`src/rtl/cla16_adder.sv`:
```
module cla16_adder #(
  parameter int GROUPS = 4,
  localparam int GW = 4,
  localparam int WIDTH = GROUPS * GW
) (
  input  logic [WIDTH-1:0] a,
  input  logic [WIDTH-1:0] b,
  input  logic             cin,
  output logic [WIDTH-1:0] sum,
  output logic             cout
);

  function automatic logic [GW:0] bit_look(input logic [GW-1:0] g, input logic [GW-1:0] p,
                                           input logic ci);
    logic [GW:0] c;
    logic term;
    c[0] = ci;
    for (int i = 0; i < GW; i++) begin
      c[i+1] = 1'b0;
      for (int j = 0; j <= i; j++) begin
        term = g[j];
        for (int k = j + 1; k <= i; k++) term = term & p[k];
        c[i+1] = c[i+1] | term;
      end
      term = ci;
      for (int k = 0; k <= i; k++) term = term & p[k];
      c[i+1] = c[i+1] | term;
    end
    return c;
  endfunction

  function automatic logic [GROUPS:0] grp_look(input logic [GROUPS-1:0] g,
                                               input logic [GROUPS-1:0] p, input logic ci);
    logic [GROUPS:0] c;
    logic term;
    c[0] = ci;
    for (int i = 0; i < GROUPS; i++) begin
      c[i+1] = 1'b0;
      for (int j = 0; j <= i; j++) begin
        term = g[j];
        for (int k = j + 1; k <= i; k++) term = term & p[k];
        c[i+1] = c[i+1] | term;
      end
      term = ci;
      for (int k = 0; k <= i; k++) term = term & p[k];
      c[i+1] = c[i+1] | term;
    end
    return c;
  endfunction

  logic [WIDTH-1:0]  gen_b, prop_b, carry_b;
  logic [GROUPS-1:0] gen_g, prop_g;
  logic [GROUPS:0]   carry_g;

  assign gen_b  = a & b;
  assign prop_b = a ^ b;

  for (genvar gi = 0; gi < GROUPS; gi++) begin : g_grp
    logic [GW-1:0] gg_b, pp_b;
    logic [GW:0]   inner, gen_only;
    assign gg_b     = gen_b[gi*GW +: GW];
    assign pp_b     = prop_b[gi*GW +: GW];
    assign gen_only = bit_look(gg_b, pp_b, 1'b0);
    assign gen_g[gi]  = gen_only[GW];
    assign prop_g[gi] = &pp_b;
    assign inner    = bit_look(gg_b, pp_b, carry_g[gi]);
    assign carry_b[gi*GW +: GW] = inner[GW-1:0];

    always_comb begin

      grp_pass_chk: assert (!(prop_g[gi] == 1'b1 && inner[GW] != carry_g[gi]));

      grp_gen_chk: assert (!(gen_g[gi] == 1'b1 && carry_g[gi+1] != 1'b1));

      grp_next_chk: assert (inner[GW] == carry_g[gi+1]);
    end
  end

  assign carry_g = grp_look(gen_g, prop_g, cin);
  assign sum     = prop_b ^ carry_b;
  assign cout    = carry_g[GROUPS];

  always_comb begin

    total_sum_chk: assert ({cout, sum} == ({1'b0, a} + {1'b0, b} + {{WIDTH{1'b0}}, cin}));

    all_prop_chk: assert (!((a ^ b) == {WIDTH{1'b1}} && cout != cin));
  end

endmodule

```
`config.mk`:
```
export PLATFORM = sky130hd
export DESIGN_NAME = cla16_adder
export DESIGN_NICKNAME = d
export VERILOG_FILES = /design/src/rtl/cla16_adder.sv
export SDC_FILE = /design/constraint.sdc
export NUM_CORES = 1
export LEC_CHECK = 0
export BUFFER_PORTS_ARGS = -buffer_cell sky130_fd_sc_hd__clkbuf_2
export CORE_MARGIN = 2
export CORE_UTILIZATION = 39
export DETAILED_ROUTE_END_ITERATION = 12
export PLACE_DENSITY = 0.82
export SLEW_MARGIN = 20
export SYNTH_ARGS = -nofsm -noshare
export SYNTH_HDL_FRONTEND = slang
export SYNTH_SLANG_ARGS = --single-unit
```
`constraint.sdc`:
```
create_clock -name vclk -period 2
set_input_delay 0.1 -clock vclk [all_inputs]
set_output_delay 0.1 -clock vclk [all_outputs]
set_load 0.02 [all_outputs]
```
# Yosys cells after proc, flatten, opt, wreduce, memory -nomap -nowiden
# Index checks and enable logic that the tools add are counted.
# Widths: inputs -> output; s select.
[word_totals]
register_bits = 0
out_inout_bits = 17
[classes]
bitwise_logic = 95
n_reduce_logical = 4
[op_table]
columns = ["cell", "n"]
rows = [
  ["$and 1x1->1", 46],
  ["$or 1x1->1", 46],
  ["$xor 16x16->16", 2],
  ["$and 16x16->16", 1],
  ["$reduce_and 4->1", 4],
]

# Logic depth before layout (Yosys ltp)
# Gate-level depths: netlist of run 1.
[depth]
ltp_word = 17
depth_mapped = 10
depth_no_buf = 10

# Least setup slack after synthesis of run 1
# OpenSTA, ideal clock, no wires.
[synth_path]
path_type = "in2out"
startpoint = "in a[9]"
endpoint = "out sum[15]"
required_time_ns = 1.900
cell_stages = 10
t_arrival_ns = 1.951
path_buffers = 0
setup_slack_ns = -0.051
path_cell_list = "ha_1 -> a211oi_2 -> nor2_1 -> nor3_1 -> o211ai_1 -> ha_1 -> o21a_1 -> o21a_1 -> nor2_1 -> xnor2_1"
[synth_between]
elab_chain_len = 14
word_cells_on_any_way = 22
classes_between = "21 x bitwise; 1 x reduce/logical"
[synth_rtl]
columns = ["item", "line", "source"]
rows = [
  ["start: declaration", "6", "input logic [WIDTH-1:0] a,"],
  ["$xor 16x16->16", "56", "assign prop_b = a ^ b;"],
  ["$and 1x1->1", "-", ""],
  ["$and 1x1->1", "22", "for (int k = j + 1; k <= i; k++) term = term & p[k];"],
  ["$and 1x1->1", "-", ""],
  ["$or 1x1->1", "23", "c[i+1] = c[i+1] | term;"],
  ["$or 1x1->1 (2 in series)", "-", ""],
  ["$or 1x1->1", "42", "c[i+1] = c[i+1] | term;"],
  ["$or 1x1->1 *", "46", "c[i+1] = c[i+1] | term;"],
  ["$and 1x1->1 * (2 in series)", "26", "for (int k = 0; k <= i; k++) term = term & p[k];"],
  ["$and 1x1->1 *", "-", ""],
  ["$or 1x1->1 *", "27", "c[i+1] = c[i+1] | term;"],
  ["$xor 16x16->16 *", "80", "assign sum = prop_b ^ carry_b;"],
  ["end: declaration", "9", "output logic [WIDTH-1:0] sum,"],
]
# Every way passes the cells marked *; elsewhere a longest branch is shown, timed or not.

# Final worst setup path of run 1
[layout_path]
startpoint = "in b[5]"
endpoint = "out sum[15]"
[layout_between]
elab_chain_len = 16
word_cells_on_any_way = 24
classes_between = "23 x bitwise; 1 x reduce/logical"
[layout_rtl]
columns = ["item", "line", "source"]
rows = [
  ["start: declaration", "7", "input logic [WIDTH-1:0] b,"],
  ["$xor 16x16->16", "56", ""],
  ["$and 1x1->1 (3 in series)", "-", ""],
  ["$or 1x1->1 (3 in series)", "23", ""],
  ["$and 1x1->1", "41", "for (int k = j + 1; k <= i; k++) term = term & p[k];"],
  ["$or 1x1->1 (2 in series)", "42", ""],
  ["$or 1x1->1 *", "46", ""],
  ["$and 1x1->1 * (2 in series)", "26", ""],
  ["$and 1x1->1 *", "-", ""],
  ["$or 1x1->1 *", "27", ""],
  ["$xor 16x16->16 *", "80", ""],
]
# Marked as above.

==> results of run 1 <==
## per-layer routing
| metal | wire, µm | GRT usage, % | vias to the layer above |
|---|---|---|---|
| met3 | 351 | 6.35 | 45 |
| met4 | 351 | 14.3 | 0 |
| met5 | 0 | 0 | - |
| met2 | 2310 | 64.2 | 106 |
| met1 | 1560 | 28.0 | 527 |
| li1 | - | - | 465 |
## timing repair
item / CTS / global route
hold buffers: 0 / 0
endpoints found under the setup margin: 10 / 13
hold endpoints to repair: 0 / 0
setup buffers: 8 / 2
pin swaps: 30 / 34
gates resized for setup: 46 / 46
## area by class of cell
| cell class | count | area [µm²] |
|---|---|---|
| Multi-Input combinational cell | 79 | 960 |
| Timing Repair Buffer | 80 | 624 |
| Inverter | 4 | 15.0 |
| Fill cell | 39 | 68.8 |
| Tap cell | 17 | 21.3 |
## cells by family after synthesis
group           share of synthesized area (%)
fa+ha+maj                                48.0
buf+inv                                  2.18
compound gates                           22.5
simple gates                             17.1
xor+xnor                                 10.2
## per-stage QoR
stage          area, µm²  TNS, ps
2_1_floorplan        711    -13.6
4_1_cts             1460     -778
6_report            1620    -1760
3_3_place_gp        1150    -1420
3_5_place_dp        1150    -1490
5_1_grt             1620    -2560
## report_power, final
part,internal (W),total (W),switching [W]
sequential,0,0,0
clock,0,0,0
combinational,0.000365,0.000727,0.000362
total,0.000365,0.000727,0.000362
## worst min-delay path by stage
stage,startpoint,endpoint,slack [ps],cells after the start
CTS,b[12],sum[12],650,3
floorplan,b[12],sum[12],460,1
global placement,b[12],sum[12],620,3
finish,b[15],cout,640,4
detailed placement,b[12],sum[12],620,3
global route,b[12],sum[12],660,3
## critical path: stages
cell and delay [ps]:
buf_6 90, ha_4 280, buf_6 100, nand4_1 150
nor4_2 350, nor3_1 100, o211ai_1 160, ha_2 230
o21a_1 140, o21a_1 200, nor2_2 70, xnor2_2 150
clkbuf_8 170
## cells in the final DEF (no fill, tap or decap), drive strengths merged
cell    instances
a21oi           3
nor4            1
o21a            8
xnor2           5
ha             20
nor2           12
and4            1
o21bai          1
clkbuf         35
nor3            5
a211oi          2
nand4           2
o211ai          1
a221o           1
inv             4
xor2            3
fa              4
o21ai           2
a21bo           1
a21o            2
buf            45
nand2           4
nand3           1
==> flow_summary.ini, run 1 <==
[finish]
seq_cells = 0
fin_cells = 180
drive_gt1_share_pct = 73.6
final_util_pct = 95.9
clkbuf_count = 0
area_growth_pct = 135
sequential_cell_area_um2 = 0
diodes = 0
nets = 222

[global_route]
grt_pass1_vias = 1128
grt_overflow = 0
grt_max_degree = 5
grt_pass1_wl_mm = 4.83
grt_use_total_pct = 31.4
antenna_found_initial = 0

[synthesis]
synthesis.nets = 140
synth_area_leader_cell = ha_1
syn_avg_cell_area_um2 = 8.29
synth_area_leaders = ha_1 (36%), fa_1 (12%), o21a_1 (8.7%)
syn_inst = 83
synth_cell_type_count = 22
synthTopCellsByCount = ha_1 (20), nor2_1 (12), o21a_1 (8)
yosys_warnings = 0
seq_area_frac_synth_pct = 0
synth_top_area_share_pct = 36.4
yosysMostFrequentCell = ha_1
netlist_area_um2 = 688

[drt]
vias = 1143
drt_iter0_drc = 69
totalWireLength_mm = 4.58
wl_per_cell_um = 25.4
drc = 0
first_pass_iters = 4
ant_nets = 0
viasPerCell = 6.35

[status]
violations = negative setup slack
status = complete, but fails checks

[floorplan]
pin_count = 50
start_util_pct = 40.7
num_rows = 15
die_h_um = 46.0
die_area_um2 = 2120
core_um2 = 1690
die_x_um = 46.0

[place]
dpl.cell_count = 172
pre_cts_ws_ps = -278
dp_hpwl_mm = 1.78
gp_congestion = 0.835
io_buffers = 50

[setup_path]
critPathKind = in2out
cp-endpoint = sum[15]
crit_arrival_ps = 2320
crit_path_end_kind = output pin
critPathMaxFanout = 2
critPathRequiredTime_ps = 1900
worstSetupStartpoint = b[5]
cp-start-kind = input pin

[pwr]
leakagePower_nw = 0.751
peakVddDrop_uv = 367
power_per_cell_area_nw_per_um2 = 449
power_w = 0.000727

[timing]
finalCriticalPeriod_ps = 2420
setup_ws_ps = -415
setup_violations = 10
finalHoldViolCount = 0
hold_slack_ps = 645
rsz0062_at_grt = yes
worstMarginPinSlew_ps = 378
fin_crit_sh_pct = 121
drv_slew = 0
fmax_ghz = 0.414
max_slew_margin_pct = 74.6

[run]
maxCapViolCount = 0

[worst_hold_path]
hold_class = in2out
Power figures use the tool's default switching activity.
==> inputs of run 2 (changes only) <==
BUFFER_PORTS_ARGS = not set   (was -buffer_cell sky130_fd_sc_hd__clkbuf_2)
CORE_MARGIN = not set   (was 2)
CORE_UTILIZATION = 45   (was 39)
DONT_BUFFER_PORTS = 1   (was not set)
PLACE_DENSITY = 0.63   (was 0.82)
RECOVER_POWER = 100   (was not set)
==> run 2 against run 1 <==
The flow now finishes without violations. Final area is 33% lower. Sequential share of layout area stayed put. Critical path depth is 3 lower. Die area is 20% lower. Global-route usage is 14 points lower. Fmax is 23% higher. Power is 41% lower. Final cell count is 32% lower. Hold slack worse by 190 ps. Clock-buffer cell count stayed put. Core utilization is 17 points lower. Non-clock buffer count is 56 lower.
==> flow_summary.ini, run 2 (same netlist as run 1, synthesis figures left out) <==
[status]
status = completed

[setup_path]
crit_path_end_kind = output pin
crit_arrival_ps = 1860
cp-start-kind = input pin
critPathMaxFanout = 3
critPathKind = in2out
critPathRequiredTime_ps = 1900

[timing]
finalCriticalPeriod_ps = 1960
fin_crit_sh_pct = 98.0
worstMarginPinSlew_ps = 482
setup_violations = 0
finalHoldViolCount = 0
setup_ws_ps = 39.5
fmax_ghz = 0.510
rsz0062_at_grt = yes
drv_slew = 0
hold_slack_ps = 458
max_slew_margin_pct = 67.7

[global_route]
grt.busiest_layer = met2
use_met1_pct = 23.7
grt_pass1_vias = 569
antenna_found_initial = 0
grt_max_degree = 5
grt_pass1_wl_mm = 2.13
grt_use_total_pct = 17.7
grt_overflow = 0
grt_util_met2_pct = 32.8
use_met3_pct = 0.543

[floorplan]
num_rows = 13
pin_count = 50
start_util_pct = 50.4
die_h_um = 41.1
die_area_um2 = 1690
die_x_um = 41.1
core_um2 = 1370

[finish]
area_growth_pct = 56.7
sequential_cell_area_um2 = 0
diodes = 0
drive_gt1_share_pct = 46.7
clkbuf_count = 0
seq_cells = 0
final_common_cell = buf_4
most-common-layout-cells = buf_4 (23), ha_4 (10), ha_1 (9), nor2_1 (8), o21a_1 (8)
nets = 166

[place]
dp_hpwl_mm = 1.24
gp_congestion = 0.659
pre_cts_ws_ps = -122
io_buffers = 0

[drt]
viasPerCell = 5.81
vias = 709
first_pass_iters = 3
drt_iter0_drc = 11
drc = 0
wl_per_cell_um = 13.3
totalWireLength_mm = 1.62
ant_nets = 0

[pwr]
peakVddDrop_uv = 243
power_per_cell_area_nw_per_um2 = 401
leakagePower_nw = 0.465

[clocking]
holdBufCountCts = 0

[worst_hold_path]
hold_class = in2out

[run]
maxCapViolCount = 0
==> run 2: cell types whose count changed in the layout (fill, tap and decap cells not counted), sizes merged <==
cell,change
clkbuf,-34
buf,-22
==> run 2: final cells by class <==
cell class,instances,area [µm²]
fill,94,288
timing repair buffer,24,176
inverter,4,15.0
multi-input combinational,79,868
tap,15,18.8
==> run 2: repair_timing <==
action,CTS,global route
setup buffers,2,2
setup endpoints to repair,7,7
hold endpoints to repair,0,0
gates resized for setup,14,8
pin swaps,13,16
==> run 2: final timing paths <==
path       to  slack [ps]  cells past startpoint  start
max   sum[11]          40                     10   a[1]
min    sum[4]         460                      1   b[4]
==> run 2: critical path, cell delays in order <==
cell and delay [ps]:
ha_4 230, a21oi_2 140, o21ai_1 80, o21bai_2 200
a21bo_2 210, ha_1 180, o21a_1 200, o21a_1 210
nor2_2 120, xnor2_2 180
==> run 2: report_power, final <==
part	leakage [nW]	total [W]	internal [W]	switching, W
Combinational	0.465	0.000432	0.000207	0.000225
Sequential	0	0	0	0
Clock	0	0	0	0
==> run 2: per-layer routing <==
metal	share of wire, %	up-vias
met5	0	-
met4	0	0
met3	5.4	0
met2	53	30
met1	42	325
li1	-	354
==> run 2: per-stage QoR <==
stage          area [µm²]  utilization (%)  std cells  power (W)  setup TNS [ps]
5_1_grt              1080             78.9        122   0.000477            -236
6_report             1080             78.9        122   0.000432               0
3_3_place_gp          880             64.4        118   0.000377            -306
2_1_floorplan         711                -         83   0.000277           -13.6
4_1_cts               997             73.0        120   0.000413               0
3_5_place_dp          880             64.4        118   0.000381            -370
==> inputs of run 3 (changes only) <==
CELL_PAD_IN_SITES_DETAIL_PLACEMENT = 1   (was not set)
CELL_PAD_IN_SITES_GLOBAL_PLACEMENT = 2   (was not set)
CORE_UTILIZATION = 31   (was 45)
PLACE_DENSITY = 0.81   (was 0.63)
==> run 3 against run 2 <==
The run now ends with negative setup slack left. Die area grew 43%. Final cell count is 11% higher. Critical path depth unchanged. Clock-buffer cell count stayed put. Combinational power up 6.7%. Routed wire length up 27%. First-iteration DRC count decreased by 82%. Global-route usage hardly changed. Critical path type unchanged. Critical endpoint unchanged. Highest routed layer is now met4.
==> flow_summary.ini, run 3 (same netlist as run 1, synthesis figures left out) <==
[status]
status = complete, but fails checks
violations = negative setup slack

[timing]
finalHoldViolCount = 0
drv_slew = 0
rsz0062_at_grt = yes
finalCriticalPeriod_ps = 2000
fin_crit_sh_pct = 100
fmax_ghz = 0.500
hold_slack_ps = 459
worstMarginPinSlew_ps = 500
max_slew_margin_pct = 66.5
setup_violations = 1
fin_tns_setup_ps = -0.466
setup_ws_ps = -0.466

[floorplan]
start_util_pct = 34.0
pin_count = 50
die_area_um2 = 2410
die_x_um = 49.1
num_rows = 16
die_h_um = 49.1
core_um2 = 2020

[drt]
totalWireLength_mm = 2.06
vias = 737
ant_nets = 0
viasPerCell = 5.46
drt_iter0_drc = 2
drc = 0
wl_per_cell_um = 15.3
first_pass_iters = 4

[finish]
clkbuf_count = 0
nets = 167
area_growth_pct = 65.8
drive_gt1_share_pct = 51.9
sequential_cell_area_um2 = 0
final_common_cell = buf_4
diodes = 0
fillers = 226
seq_cells = 0
multi_input_area_um2 = 907
final_util_pct = 56.4
most-common-layout-cells = buf_4 (22), ha_4 (11), nor2_1 (8), o21a_1 (8), ha_1 (7)
fin_cells = 135

[setup_path]
crit_top_cell = o21a_1
cp_slowest_cell = ha_4
critPathKind = in2out
crit_arrival_ps = 1900
cp-start-kind = input pin
cp_cell_sequence = ha_4 -> a21oi_1 -> o21ai_2 -> o21bai_4 -> a21bo_2 -> ha_1 -> o21a_1 -> o21a_1 -> nor2_2 -> xnor2_2
critPathRequiredTime_ps = 1900
crit_cells = 10
critPathMaxFanout = 3
crit_path_end_kind = output pin
cp_top_family = compound AO/OA/AOI/OAI gates
slowest_delay_ps = 230
cp_num_buf_inv = 0

[place]
dpl.cell_count = 130
pre_cts_ws_ps = -127
dp_hpwl_mm = 1.70
io_buffers = 0
gp_congestion = 0.795

[global_route]
grt_max_degree = 5
grt_overflow = 0
grt_pass1_vias = 807
grt_pass1_wl_mm = 3.46
grt_use_total_pct = 17.7
antenna_found_initial = 0

[pwr]
peakVddDrop_uv = 291
power_per_cell_area_nw_per_um2 = 404
leakagePower_nw = 0.467

[worst_hold_path]
hold_class = in2out
whs_path_depth = 1

[run]
maxCapViolCount = 0
==> run 3: final cells by class <==
cell class         instances  area share (%)
inverters                  4            1.32
repair buffers            25            16.2
multi-input cells         79            79.5
well taps                 27            2.96
==> run 3: what timing repair did <==
| item | CTS | global route |
|---|---|---|
| pin swaps | 16 | 22 |
| hold buffers | 0 | 0 |
| buffers inserted | 3 | 2 |
| resized for setup | 17 | 16 |
| endpoints found under the setup margin | 7 | 7 |
==> run 3: report_power, final <==
group	switching, W	internal, W
Combinational	0.000241	0.000220
Clock	0	0
Sequential	0	0
Total	0.000241	0.000220
==> run 3: final timing paths <==
path / from / end
setup / recovery: a[1] / sum[11]
hold / removal: b[12] / sum[12]
==> run 3: per-layer routing <==
| layer | vias up | share of wire [%] | global-route usage (%) |
|---|---|---|---|
| li1 | 354 | - | - |
| met4 | 0 | 1.3 | 0 |
| met3 | 4 | 6.0 | 1.87 |
| met5 | - | 0 | 0 |
| met2 | 34 | 57 | 38.6 |
| met1 | 345 | 36 | 18.2 |
==> run 3: per-stage QoR <==
step | total power [W] | area (µm²)
2_1_floorplan | 0.000277 | 711
3_3_place_gp | 0.000381 | 895
3_5_place_dp | 0.000395 | 895
4_1_cts | 0.000437 | 1050
5_1_grt | 0.000498 | 1140
6_report | 0.000461 | 1140
